[src/rtl/pci_cmd_pkg.sv]
package pci_cmd_pkg;
    localparam int CMD_W   = 16;
    localparam int DATA_W  = 32;
    localparam int BE_W    = DATA_W / 8;

    // command bit positions (standard header layout)
    localparam int B_IO    = 0;
    localparam int B_MEM   = 1;
    localparam int B_MST   = 2;
    localparam int B_SPC   = 3;
    localparam int B_MWI   = 4;
    localparam int B_SNP   = 5;
    localparam int B_PRSP  = 6;
    localparam int B_STEP  = 7;
    localparam int B_SERR  = 8;
    localparam int B_FBB   = 9;

    localparam logic [CMD_W-1:0] BASE_MASK =
        CMD_W'((1 << B_IO) | (1 << B_MEM) | (1 << B_MST) | (1 << B_PRSP) | (1 << B_SERR));
    localparam logic [CMD_W-1:0] FBB_MASK = CMD_W'(1 << B_FBB);

    // dword indices
    localparam int ID_DW  = 0;
    localparam int CMD_DW = 1;

    typedef struct packed {
        logic [CMD_W-1:0] cmd;
    } cmd_st_t;

    typedef struct packed {
        logic serr;
        logic perr;
    } err_st_t;

    typedef struct packed {
        logic              vld;
        logic [DATA_W-1:0] data;
    } rd_st_t;
endpackage

[src/rtl/pci_cmd_regs.sv]
module pci_cmd_regs
    import pci_cmd_pkg::*;
(
    input  logic             clk,
    input  logic             rst_n,
    input  logic             wr_en,
    input  logic [1:0]       wr_be,
    input  logic [CMD_W-1:0] wr_data,
    input  logic             fbb_option,
    output logic [CMD_W-1:0] cmd_q
);
    cmd_st_t s_d, s_q;
    logic [CMD_W-1:0] wmask;

    always_comb begin
        wmask = BASE_MASK | (fbb_option ? FBB_MASK : '0);
        s_d   = s_q;
        if (wr_en) begin
            for (int b = 0; b < 2; b++) begin
                if (wr_be[b]) begin
                    s_d.cmd[b*8 +: 8] = wr_data[b*8 +: 8] & wmask[b*8 +: 8];
                end
            end
        end
        if (!fbb_option) begin
            s_d.cmd[B_FBB] = 1'b0;
        end
    end

    always_ff @(posedge clk) begin
        if (!rst_n) s_q <= '0;
        else        s_q <= s_d;
    end

    assign cmd_q = s_q.cmd;
endmodule

[src/rtl/pci_par_report.sv]
module pci_par_report
    import pci_cmd_pkg::*;
(
    input  logic clk,
    input  logic rst_n,
    input  logic serr_allow,
    input  logic perr_allow,
    input  logic addr_par_err,
    input  logic data_par_err,
    output logic serr_n,
    output logic perr_n
);
    err_st_t s_d, s_q;

    always_comb begin
        s_d.serr = addr_par_err & serr_allow;
        s_d.perr = data_par_err & perr_allow;
    end

    always_ff @(posedge clk) begin
        if (!rst_n) s_q <= '0;
        else        s_q <= s_d;
    end

    assign serr_n = ~s_q.serr;
    assign perr_n = ~s_q.perr;
endmodule

[src/rtl/pci_cfg_rdport.sv]
module pci_cfg_rdport
    import pci_cmd_pkg::*;
#(
    parameter int              ADDR_W    = 6,
    parameter logic [15:0]     VENDOR_ID = 16'h10EC,
    parameter logic [15:0]     DEVICE_ID = 16'h8139
) (
    input  logic              clk,
    input  logic              rst_n,
    input  logic              rd_req,
    input  logic [ADDR_W-1:0] rd_addr,
    input  logic [CMD_W-1:0]  cmd_q,
    output logic              rvalid,
    output logic [DATA_W-1:0] rdata
);
    rd_st_t s_d, s_q;

    always_comb begin
        s_d.vld  = rd_req;
        s_d.data = s_q.data;
        if (rd_req) begin
            if (rd_addr == ADDR_W'(ID_DW))
                s_d.data = {DEVICE_ID, VENDOR_ID};
            else if (rd_addr == ADDR_W'(CMD_DW))
                s_d.data = {{(DATA_W-CMD_W){1'b0}}, cmd_q};
            else
                s_d.data = '0;
        end
    end

    always_ff @(posedge clk) begin
        if (!rst_n) s_q <= '0;
        else        s_q <= s_d;
    end

    assign rvalid = s_q.vld;
    assign rdata  = s_q.data;
endmodule

[src/rtl/pci_cmd_cfg.sv]
module pci_cmd_cfg
    import pci_cmd_pkg::*;
#(
    parameter int          ADDR_W    = 6,
    parameter logic [15:0] VENDOR_ID = 16'h10EC,
    parameter logic [15:0] DEVICE_ID = 16'h8139
) (
    input  logic              clk,
    input  logic              rst_n,
    input  logic              cfg_req_wr,
    input  logic              cfg_req_rd,
    input  logic [ADDR_W-1:0] cfg_addr,
    input  logic [31:0]       cfg_wdata,
    input  logic [3:0]        cfg_be,
    input  logic              fbb_option,
    input  logic              addr_par_err,
    input  logic              data_par_err,
    output logic              cfg_rvalid,
    output logic [31:0]       cfg_rdata,
    output logic              io_space_en,
    output logic              mem_space_en,
    output logic              bus_master_en,
    output logic              fast_b2b_en,
    output logic              serr_n,
    output logic              perr_n
);
    logic [CMD_W-1:0] cmd_q;
    logic             cmd_wr;
    logic             unused_hi;

    // upper half of the dword belongs to the status register, handled elsewhere
    assign unused_hi = ^{cfg_wdata[31:16], cfg_be[3:2]};
    assign cmd_wr    = cfg_req_wr && (cfg_addr == ADDR_W'(CMD_DW));

    pci_cmd_regs u_regs (
        .clk        (clk),
        .rst_n      (rst_n),
        .wr_en      (cmd_wr),
        .wr_be      (cfg_be[1:0]),
        .wr_data    (cfg_wdata[15:0]),
        .fbb_option (fbb_option),
        .cmd_q      (cmd_q)
    );

    pci_par_report u_par (
        .clk          (clk),
        .rst_n        (rst_n),
        .serr_allow   (cmd_q[B_SERR]),
        .perr_allow   (cmd_q[B_PRSP]),
        .addr_par_err (addr_par_err),
        .data_par_err (data_par_err),
        .serr_n       (serr_n),
        .perr_n       (perr_n)
    );

    pci_cfg_rdport #(
        .ADDR_W    (ADDR_W),
        .VENDOR_ID (VENDOR_ID),
        .DEVICE_ID (DEVICE_ID)
    ) u_rd (
        .clk     (clk),
        .rst_n   (rst_n),
        .rd_req  (cfg_req_rd),
        .rd_addr (cfg_addr),
        .cmd_q   (cmd_q),
        .rvalid  (cfg_rvalid),
        .rdata   (cfg_rdata)
    );

    assign io_space_en   = cmd_q[B_IO];
    assign mem_space_en  = cmd_q[B_MEM];
    assign bus_master_en = cmd_q[B_MST];
    assign fast_b2b_en   = cmd_q[B_FBB];
endmodule

[config.mk]
export PLATFORM = sky130hd
export DESIGN_NAME = pci_cmd_cfg
export DESIGN_NICKNAME = d
export VERILOG_FILES = /design/src/rtl/pci_cmd_pkg.sv /design/src/rtl/pci_cmd_regs.sv /design/src/rtl/pci_par_report.sv /design/src/rtl/pci_cfg_rdport.sv /design/src/rtl/pci_cmd_cfg.sv
export SDC_FILE = /design/constraint.sdc
export NUM_CORES = 1
export LEC_CHECK = 0
export ABC_AREA = 1
export BUFFER_PORTS_ARGS = -buffer_cell sky130_fd_sc_hd__buf_2
export CORE_ASPECT_RATIO = 2
export CORE_MARGIN = 4
export CORE_UTILIZATION = 35
export DETAILED_ROUTE_END_ITERATION = 12
export PLACE_DENSITY = 0.75
export SYNTH_ARGS = -nofsm -noshare
export SYNTH_HDL_FRONTEND = slang
export SYNTH_HIERARCHICAL = 1
export SYNTH_SLANG_ARGS = --single-unit
[constraint.sdc]
create_clock -name clk -period 1.3 [get_ports clk]
set_input_delay 0.065 -clock clk [delete_from_list [all_inputs] [get_ports clk]]
set_output_delay 0.065 -clock clk [all_outputs]
set_load 0.03 [all_outputs]
* Word level (Yosys, flattened, before mapping)
Cells that the tools add are included.
** Operators by class
- Eq/ne operators :: 1
- Mux-type cells :: 3
- Bitwise gates (word level) :: 6
- Reduce and logical (&&, ||, !) cells :: 5
** Operators by type and width (number)
- $mux W32 :: 1
- $and A8 B8 Y8 :: 2
- $mux W16 :: 1
- $mux W10 :: 1
- $eq A6 B1 Y1 const B :: 1
- $logic_not A6 Y1 :: 1
- $reduce_and A2 Y1 :: 3
- $and A1 B1 Y1 :: 2
- $not A1 Y1 :: 2
- $logic_and A1 B1 Y1 :: 1
** Storage, ports and cells
- Bits in registers :: 51
- Bits of input ports :: 49
- Output and inout bits :: 39

* Longest topological paths before layout
Gate-level depths: netlist of the first run.
- Depth after elaboration :: 3
- Mapped depth :: 8

* By module
Netlist of the first run, hierarchy kept.
** Modules (own cells, without submodules)
- pci_cfg_rdport :: times used 1, cells an instance 127, area each 904.6 µm², sequential area each 360.3 µm²
- pci_cmd_regs :: times used 1, cells an instance 51, area each 331.6 µm², sequential area each 120.1 µm²
- pci_par_report :: times used 1, cells an instance 9, area each 66.3 µm², sequential area each 40.0 µm²
- pci_cmd_cfg :: times used 1, cells an instance 8, area each 31.3 µm², sequential area each 0.0 µm²

* Worst setup path before layout of the first run
No wires, ideal clock.
- Path type :: reg-to-output
- From :: register, netlist name u_rd/rdata[24]
- To :: output port cfg_rdata[19]
- Arrival time :: 0.797 ns
- Required time :: 1.235 ns
- Slack :: 0.438 ns
- Cell stages (with the launch flop) :: 2
- Buffers on the path :: 1
- Cells stage by stage :: dfxtp_1 buf_4
** RTL lines
- to (decl) :: RTL line pci_cmd_cfg.sv:19 : output logic [31:0] cfg_rdata,

==> flow_summary_export.csv, run 1 <==
group,metric,value,unit
status,status,"finished clean",
floorplan,dieHeight,95.3,µm
cts,clk_pin_slew,0.09,ns
placed_design,post-dp-hpwl,2110,µm
cts,cts_sinks,26,
floorplan,io_pins,88,
global_routing,antenna_found_initial,0,
placed_design,globalplace.congestion,0.746,
floorplan,die_width,51.7,µm
critical_path,critical_path.slowest_cell,"dfxtp_1",
critical_path,max_stage_delay,0.41,ns
hold_path,hp-start,"addr_par_err",
timing,hold_viol,0,
critical_path,crit_chain,"buf_2",
global_routing,grt_max_degree,18,
critical_path,path_class,"flop to output port",
global_routing,grt_first_pass_wirelength,4360,µm
timing,period_share,0.750,
detailed_routing,dr_wl_met3,187,µm
detailed_routing,drt-total-wl,2700,µm
cells_and_area,fin_util,0.434,
job,maxCapViolCount,0,
detailed_routing,dr.max_layer_used,"met4",
critical_path,crit_path_start,"u_rd/rdata[24]",
floorplan,start_util,0.366,
critical_path,rrSetupSlack,0.56,ns
critical_path,reg2reg_from,"u_regs/cmd_q[6]",
timing,setup_tns,0,ns
detailed_routing,via_per_inst,4.14,
global_routing,grt_pass1_vias,1059,
power,p_leak,0.869,nW
critical_path,crit_required,1.24,ns
cts,cts_buffer_depth,2,
synth,seq_area_frac_synth,0.390,
critical_path,critPathCaptureType,"output port",
cells_and_area,drive_gt1_frac,0.271,
cts,h-tree-depth,1,
placed_design,numPortBuffers,49,
detailed_routing,wirelength_met1,1050,µm
synth,synthCells,195,
synth,syn_area,1330,µm²
timing,setup_viol,0,
critical_path,arrival,0.91,ns
critical_path,cp_max_fo,7,
synth,ys_types,17,
timing,clock_skew,0.00713,ns
critical_path,worst-path-buf-inv,1,
detailed_routing,met2WireLength,1420,µm
synth,synth_top_area_frac,0.390,
detailed_routing,drt-initial-drc-count,21,
floorplan,std_cell_rows,31,
global_routing,grt-ovfl-total,0,
synth,ys_top_cells_by_area,"dfxtp_1, buf_4, nand2_1, nor2_1, inv_1",
cts,ctsHoldBuffers,0,
timing,fmax,1.03,GHz
global_routing,gr-usage-all-layers,0.113,
timing,drv_slew,0,
cells_and_area,n_antenna_cell,0,
cts,clock_latency,0.27,ns
synth,synth_seq_cells,26,
hold_path,min_path_type,"input pin to flop",
cells_and_area,nNetsFinal,290,
critical_path,cp-start-kind,"flop",
cts,post_cts_resized,0,
power,irDropWorstVdd,0.000830,V
detailed_routing,firstDrtPassIters,3,
cells_and_area,syn_to_final_growth,18.8,%
power,p_per_area,1030,nW/µm²
cts,cts_tree,"yes",
floorplan,die_area,4920,µm²
detailed_routing,drcViolationCount,0,
detailed_routing,ant_nets,0,
synth,yosysWarnings,6,
detailed_routing,via_count,1196,
critical_path,crit_family,"flip-flops",
cts,root_buffer,"clkbuf_8",
timing,finalCriticalPeriod,0.975,ns
cts,cts_buffers,3,
synth,synth_top_cell_by_area,"dfxtp_1",
timing,rsz0062_at_grt,"false",
cts,post_cts_buffers,0,
synth,syn_area_per_cell,6.84,µm²
floorplan,core,3650,µm²
detailed_routing,routedWlPerCell,9.34,µm
cells_and_area,fill_cells,418,
[per-stage QoR]
| stage | setup slack [ns] | power [mW] | cells | cell area, µm² | hold WS [ns] |
|---|---|---|---|---|---|
| 6_report | 0.325 | 1.63 | 289 | 1580 | 0.00547 |
| 4_1_cts | 0.304 | 1.64 | 289 | 1580 | 0.00603 |
| 2_1_floorplan | 0.438 | 0.979 | 213 | 1400 | 0.163 |
| 3_3_place_gp | 0.253 | 0.987 | 285 | 1510 | 0.291 |
| 3_5_place_dp | 0.199 | 0.988 | 285 | 1510 | 0.292 |
| 5_1_grt | 0.258 | 1.68 | 289 | 1580 | 0.0125 |
[synth_stat cells]
master	number
buf_4	27
nand2_4	1
clkinv_1	1
buf_6	1
nor2_8	1
nand3_1	12
nor2_1	37
clkbuf_1	1
nand3_2	1
a21oi_1	12
nand2_2	2
inv_2	2
nor2_2	2
dfxtp_1	26
conb_1	2
inv_1	18
nand2_1	49
[placed cells by master, fill, tap and decap left out]
| cell type | n |
|---|---|
| dfxtp_1 | 26 |
| nor2_2 | 2 |
| nand2_4 | 1 |
| buf_4 | 3 |
| nand2_1 | 49 |
| clkbuf_8 | 3 |
| a21oi_1 | 12 |
| nand2_2 | 2 |
| nor2_1 | 37 |
| buf_2 | 49 |
| clkinv_1 | 1 |
| nand3_1 | 12 |
| inv_2 | 2 |
| nor2_8 | 1 |
| inv_1 | 18 |
| bufinv_16 | 1 |
| nand3_2 | 1 |
| conb_1 | 20 |
[power breakdown]
part	leakage (nW)	total, mW	internal, mW	switching (mW)
registers	0.210	0.802	0.800	0.00183
clock network	0.0357	0.660	0.412	0.249
logic	0.624	0.167	0.0460	0.121
[cell type report]
class                           count  area [µm²]  share of cell area
Timing Repair Buffer               52         268               0.169
Inverter                           21        78.8              0.0498
Tap cell                           49        61.3              0.0387
Sequential cell                    26         520               0.329
Clock buffer                        3        41.3              0.0261
Multi-Input combinational cell    137         584               0.369
Clock inverter                      1        30.0              0.0190
[registers in the layout (all words and copies together) (netlist names)]
register and flops:
u_regs/cmd_q 6, u_par/s_q 2, u_rd/rdata 17, u_rd/rvalid 1
[final timing paths]
check,endpoint,depth (start not counted)
worst max-delay path,cfg_rdata[31],1
worst min-delay path,u_par/s_q[1],3
worst max register to register,u_rd/rdata[6],4
worst min register to register,u_par/s_q[1],2
[worst register-to-register path, cell delays in order (launching register included)]
cell,delay (ns)
dfxtp_1,0.38
nand2_1,0.07
nor2_1,0.11
nor2_1,0.05
nor2_1,0.07
[cell families after synthesis]
family / Yosys count / synth area share
AND/OR/NAND/NOR: 105 / 0.337
flip-flops: 26 / 0.390
other: 2 / 0.00563
buffers and inverters: 50 / 0.222
AO/OA/AOI/OAI: 12 / 0.0450
[layer usage]
metal  GRT usage  vias up
met1       0.118      518
met5           0        -
li1            -      631
met3      0.0141        2
met4      0.0525        0
met2       0.215       45
No activity file was read; power rests on OpenSTA's default activity.
==> run 2, diff against run 1 <==
--- a/config.mk
+++ b/config.mk
@@ -5,13 +5,13 @@
 export SDC_FILE = /design/constraint.sdc
 export NUM_CORES = 1
 export LEC_CHECK = 0
-export ABC_AREA = 1
+export ABC_AREA = 0
 export BUFFER_PORTS_ARGS = -buffer_cell sky130_fd_sc_hd__buf_2
 export CORE_ASPECT_RATIO = 2
 export CORE_MARGIN = 4
 export CORE_UTILIZATION = 35
 export DETAILED_ROUTE_END_ITERATION = 12
-export PLACE_DENSITY = 0.75
+export PLACE_DENSITY = 0.76
 export SYNTH_ARGS = -nofsm -noshare
 export SYNTH_HDL_FRONTEND = slang
 export SYNTH_HIERARCHICAL = 1
==> constraint.sdc (replaced) <==
create_clock -name clk -period 1 [get_ports clk]
set_input_delay 0.05 -clock clk [delete_from_list [all_inputs] [get_ports clk]]
set_output_delay 0.05 -clock clk [all_outputs]
set_load 0.03 [all_outputs]
==> flow_summary_export.csv, run 2 <==
group,metric,value,unit
status,status,"complete, but fails checks",
status,violations,"setup timing",
synth,synth_async_sr_flop_share,0,
detailed_routing,drt-initial-drc-count,7,
floorplan,core,3450,µm²
global_routing,grt-ovfl-total,0,
critical_path,arrival,1.39,ns
synth,synthMuxAreaShare,0,
detailed_routing,ant_nets,0,
timing,rsz0062_at_grt,"true",
critical_path,path_class,"input pin to flop",
detailed_routing,drcViolationCount,0,
critical_path,crit_required,1.21,ns
timing,finalCriticalPeriod,1.18,ns
cells_and_area,mostFrequentLayoutCells,"buf_2, dfxtp_1, conb_1, nand2_1, nand3_1",
cells_and_area,largest_reg_flops,17,
synth,ys_types,28,
global_routing,grt_first_pass_wirelength,4110,µm
cts,h-tree-depth,1,
critical_path,max_stage_delay,0.52,ns
floorplan,dieHeight,93.0,µm
critical_path,crit_path_start,"cfg_addr[4]",
critical_path,cp-start-kind,"input pin",
detailed_routing,firstDrtPassIters,4,
placed_design,post-dp-hpwl,2060,µm
synth,synth_xor_area_frac,0,
detailed_routing,via_count,1043,
cts,clock_latency,0.26,ns
power,p_per_area,1180,nW/µm²
synth,syn_area_per_cell,9.09,µm²
cts,cts_buffer_depth,2,
critical_path,crit_chain,"buf_6 -> or4b_4 -> nor4b_2 -> buf_4 -> and3_2 -> o21a_1",
critical_path,critical_path.endpoint,"u_regs/cmd_q[6]",
cells_and_area,syn_to_final_growth,23.0,%
synth,synth_seq_cells,26,
cells_and_area,final_cell_area,1550,µm²
detailed_routing,routedWlPerCell,11.3,µm
detailed_routing,drt-total-wl,2680,µm
floorplan,io_pins,88,
timing,period_share,1.18,
synth,seq_area_frac_synth,0.412,
synth,yosysWarnings,6,
floorplan,start_util,0.366,
cts,clk_pin_slew,0.08,ns
global_routing,grt_pass1_vias,882,
detailed_routing,via_per_inst,4.40,
timing,setup_ws,-0.180,ns
cells_and_area,final_common_cell,"buf_2",
timing,hold_viol,0,
critical_path,cp_max_fo,12,
timing,clock_skew,0.00104,ns
synth,ys_top_cells_by_area,"dfxtp_1, buf_4, nand3_1, a32oi_1, o21ai_1",
critical_path,critPathCaptureType,"flop",
critical_path,rrSetupSlack,0.20,ns
global_routing,gr-usage-all-layers,0.114,
cts,cts_tree,"yes",
synth,synth-compound-area-share,0.161,
global_routing,grt_max_degree,16,
cells_and_area,nNetsFinal,240,
floorplan,die_width,50.5,µm
critical_path,rr_worst_depth,3,
placed_design,numPortBuffers,49,
synth,synthCells,139,
job,maxCapViolCount,0,
floorplan,die_area,4690,µm²
synth,synth_edf_count,0,
synth,yosys.area_share.simple,0.242,
cells_and_area,n_antenna_cell,0,
timing,drv_slew,0,
global_routing,antenna_found_initial,0,
timing,fmax,0.848,GHz
critical_path,critical_path.slowest_cell,"or4b_4",
synth,synth_top_family_by_area,"simple AND/OR/NAND/NOR gates",
timing,whs,0.0170,ns
power,irDropWorstVdd,0.000824,V
critical_path,reg2reg_to,"u_rd/rdata[2]",
critical_path,reg2reg_from,"u_regs/cmd_q[2]",
placed_design,globalplace.congestion,0.767,
cells_and_area,drive_gt1_frac,0.370,
placed_design,placed_area,1490,µm²
synth,synth_fa_ha_area_frac,0,
power,p_leak,0.736,nW
cts,cts_sinks,26,
cts,root_buffer,"clkbuf_8",
synth,ys_dominant_reg_cell,"dfxtp_1",
synth,synthTopCellsByCount,"dfxtp_1, buf_4, nand2_1",
synth,synth_most_common_cell,"dfxtp_1",
synth,synth_top_area_frac,0.412,
cts,post_cts_buffers,0,
hold_path,min_path_cells,2,
hold_path,min_path_type,"input pin to flop",
synth,syn_area,1260,µm²
cts,cts_buffers,3,
timing,setup_viol,6,
floorplan,std_cell_rows,30,
synth,synth_top_cell_by_area,"dfxtp_1",
==> run 2: logic make-up after synthesis <==
family	Yosys count
AOI/OAI and AO/OA	29
buffers and inverters	33
DFF	26
other	2
and+or+nand+nor	49
==> run 2: what timing repair did <==
item | CTS | global route
setup endpoints to repair | 6 | 12
gates resized for setup | 2 | 7
hold endpoints to repair | 0 | 1
gates cloned | 0 | 0
hold buffers | 0 | 1
==> run 2: worst min-delay path by stage <==
stage            startpoint               to
6_report       addr_par_err     u_par/s_q[1]
5_1_grt          cfg_req_rd      u_rd/rvalid
3_3_place_gp   addr_par_err     u_par/s_q[1]
4_1_cts          fbb_option  u_regs/cmd_q[9]
3_5_place_dp     fbb_option  u_regs/cmd_q[9]
2_1_floorplan         rst_n  u_regs/cmd_q[0]
==> run 2: per-stage QoR <==
stage                     setup WS, ns  utilization  power (mW)  TNS, ns  std cells
after detailed placement        -0.501        0.431        1.28    -2.89        233
final                           -0.180        0.450        1.84   -0.994        237
after CTS                       -0.204        0.444        1.85    -1.13        236
after floorplan                 -0.375            -        1.25    -2.18        157
after global placement          -0.471        0.431        1.28    -2.75        233
after global routing            -0.200        0.450        1.92    -1.13        237
==> run 2: routing by layer <==
metal  global-route usage  up-vias  wire length (µm)
li1                     -      534                 -
met1                0.129      472              1080
met2                0.192       35              1410
met3               0.0175        2               146
met4               0.0742        0                49
met5                    0        -                 0
==> run 2: cell type report <==
class,count,area (µm²)
Fill cell,377,1900
Inverter,3,11.3
Tap cell,48,60.1
Multi-Input combinational cell,98,588
Timing Repair Buffer,59,332
Sequential cell,26,522
Clock buffer,3,41.3
==> run 2: power by group <==
group / switching (mW) / internal, mW
clock network: 0.303 / 0.269
registers: 0.00199 / 1.04
logic: 0.148 / 0.0785
total: 0.452 / 1.39
==> run 2: critical path: cells and delay by family <==
| kind | cells | cell delay (ns) |
|---|---|---|
| AOI/OAI and AO/OA | 1 | 0.11 |
| buffers and inverters | 2 | 0.30 |
| and+or+nand+nor | 3 | 0.92 |
==> run 3, diff against run 2 <==
--- a/config.mk
+++ b/config.mk
@@ -6,12 +6,13 @@
 export NUM_CORES = 1
 export LEC_CHECK = 0
 export ABC_AREA = 0
-export BUFFER_PORTS_ARGS = -buffer_cell sky130_fd_sc_hd__buf_2
 export CORE_ASPECT_RATIO = 2
 export CORE_MARGIN = 4
 export CORE_UTILIZATION = 35
 export DETAILED_ROUTE_END_ITERATION = 12
-export PLACE_DENSITY = 0.76
+export DONT_BUFFER_PORTS = 1
+export GPL_TIMING_DRIVEN = 0
+export PLACE_DENSITY = 0.55
 export SYNTH_ARGS = -nofsm -noshare
 export SYNTH_HDL_FRONTEND = slang
 export SYNTH_HIERARCHICAL = 1
==> flow_summary_export.csv, run 3 (synthesis results as in run 2) <==
group,metric,value,unit
global_routing,antenna_found_initial,0,
hold_path,min_path_type,"input pin to flop",
critical_path,cp-start-kind,"input pin",
status,violations,"hold timing, setup timing",
placed_design,post-dp-hpwl,2170,µm
cells_and_area,nNetsFinal,216,
timing,setup_ws,-0.176,ns
timing,whs,-0.104,ns
cells_and_area,final_common_cell,"buf_4",
global_routing,grt_first_pass_wirelength,4710,µm
cts,clk_pin_slew,0.09,ns
power,p_int,1.48,mW
global_routing,grt_pass1_vias,986,
cts,ctsHoldBuffers,4,
floorplan,die_width,50.5,µm
placed_design,globalplace.congestion,0.673,
power,p_per_area,1270,nW/µm²
power,irDropWorstVdd,0.00112,V
detailed_routing,via_per_inst,4.45,
floorplan,dieHeight,93.0,µm
cts,cts_buffers,3,
timing,clock_skew,0.00445,ns
cells_and_area,final_cell_area,1520,µm²
cts,cts_buffer_depth,2,
cts,cts_sinks,26,
placed_design,numPortBuffers,0,
critical_path,rr_worst_depth,2,
critical_path,critical_path.slowest_cell,"or4b_4",
power,pwr-share-clk,0.346,
timing,period_share,1.18,
critical_path,rrSetupSlack,0.02,ns
power,p_comb_frac,0.110,
cells_and_area,instances_no_fill,214,
floorplan,core,3450,µm²
floorplan,die_area,4690,µm²
placed_design,post-place-ws,-0.535,ns
cells_and_area,n_antenna_cell,0,
cells_and_area,syn_to_final_growth,20.4,%
power,p_sw,0.447,mW
power,switching_share,0.231,
timing,fmax,0.851,GHz
critical_path,cp_max_fo,5,
cts,post_cts_buffers,0,
detailed_routing,drt-total-wl,2860,µm
detailed_routing,firstDrtPassIters,4,
global_routing,gr-usage-all-layers,0.129,
critical_path,crit_required,1.22,ns
cells_and_area,largest_reg_flops,17,
cells_and_area,fin_util,0.441,
detailed_routing,drcViolationCount,0,
timing,drv_slew,0,
cts,root_buffer,"clkbuf_8",
hold_path,min_to,"u_regs/cmd_q[2]",
critical_path,max_stage_delay,0.53,ns
timing,maxSlewHeadroom,0.525,
critical_path,crit_chain,"or4b_4 -> nor4b_4 -> buf_4 -> and3_4 -> o21a_1",
cts,clock_latency,0.26,ns
timing,finalCriticalPeriod,1.18,ns
cts,cts_tree,"yes",
timing,setup_viol,11,
job,maxCapViolCount,0,
timing,setup_tns,-0.966,ns
power,pwr-share-seq,0.545,
cells_and_area,mostFrequentLayoutCells,"buf_4, dfxtp_1, conb_1, nand2_1, nand3_1",
detailed_routing,via_count,953,
cells_and_area,drive_gt1_frac,0.271,
cts,h-tree-depth,1,
power,p_leak,0.634,nW
global_routing,grt-ovfl-total,0,
critical_path,path_class,"input pin to flop",
critical_path,reg2reg_to,"u_regs/cmd_q[9]",
global_routing,grt_max_degree,15,
critical_path,arrival,1.39,ns
placed_design,placed_area,1390,µm²
detailed_routing,ant_nets,0,
status,status,"complete, but fails checks",
floorplan,std_cell_rows,30,
hold_path,min_path_cells,1,
critical_path,reg2reg_from,"u_regs/cmd_q[9]",
timing,tightest_slew,0.710,ns
timing,hold_viol,8,
timing,rsz0062_at_grt,"true",
placed_design,place_inst,205,
detailed_routing,drt-initial-drc-count,15,
critical_path,critPathCaptureType,"flop",
hold_path,hp-start,"rst_n",
floorplan,io_pins,88,
power,power,1.93,mW
floorplan,start_util,0.366,
detailed_routing,routedWlPerCell,13.4,µm
-- run 3: worst max-delay path, delay by kind of cell --
kind | cells | cell delay [ns]
AOI/OAI and AO/OA | 1 | 0.11
and+or+nand+nor | 3 | 1.03
buffers and inverters | 1 | 0.20
-- run 3: worst max path at each step --
stage / startpoint / to
floorplan: cfg_addr[4] / u_regs/cmd_q[0]
global placement: cfg_addr[4] / u_regs/cmd_q[8]
detailed placement: cfg_addr[4] / u_regs/cmd_q[6]
CTS: cfg_addr[4] / u_regs/cmd_q[1]
global route: cfg_addr[4] / u_regs/cmd_q[2]
finish: cfg_addr[4] / u_regs/cmd_q[1]
-- run 3: routing by layer --
layer / global-route usage / routed length, µm / up-vias
li1: - / - / 490
met1: 0.125 / 976 / 423
met2: 0.236 / 1610 / 36
met3: 0.0447 / 236 / 4
met4: 0.0584 / 42 / 0
met5: 0 / 0 / -
-- run 3: repair_timing --
item	4_1_cts	5_1_grt
resized for setup	10	0
gates cloned	1	0
hold endpoints to repair	14	8
endpoints found under the setup margin	12	11
-- run 3: power by group through the flow --
stage,clock network (mW),logic [mW],registers (mW)
4_1_cts,0.696,0.208,1.05
6_report,0.667,0.212,1.05
3_5_place_dp,0,0.190,1.08
3_3_place_gp,0,0.189,1.08
2_1_floorplan,0,0.175,1.08
5_1_grt,0.733,0.233,1.05
-- run 3: layout make-up --
| type | count | area, µm² |
|---|---|---|
| Buffer | 30 | 215 |
| Clock buffer | 4 | 55.1 |
| Fill cell | 366 | 1930 |
| Inverter | 3 | 11.3 |
| Multi-Input combinational cell | 98 | 609 |
| Sequential cell | 26 | 523 |
| Tap cell | 48 | 60.1 |
| Timing Repair Buffer | 5 | 47.5 |
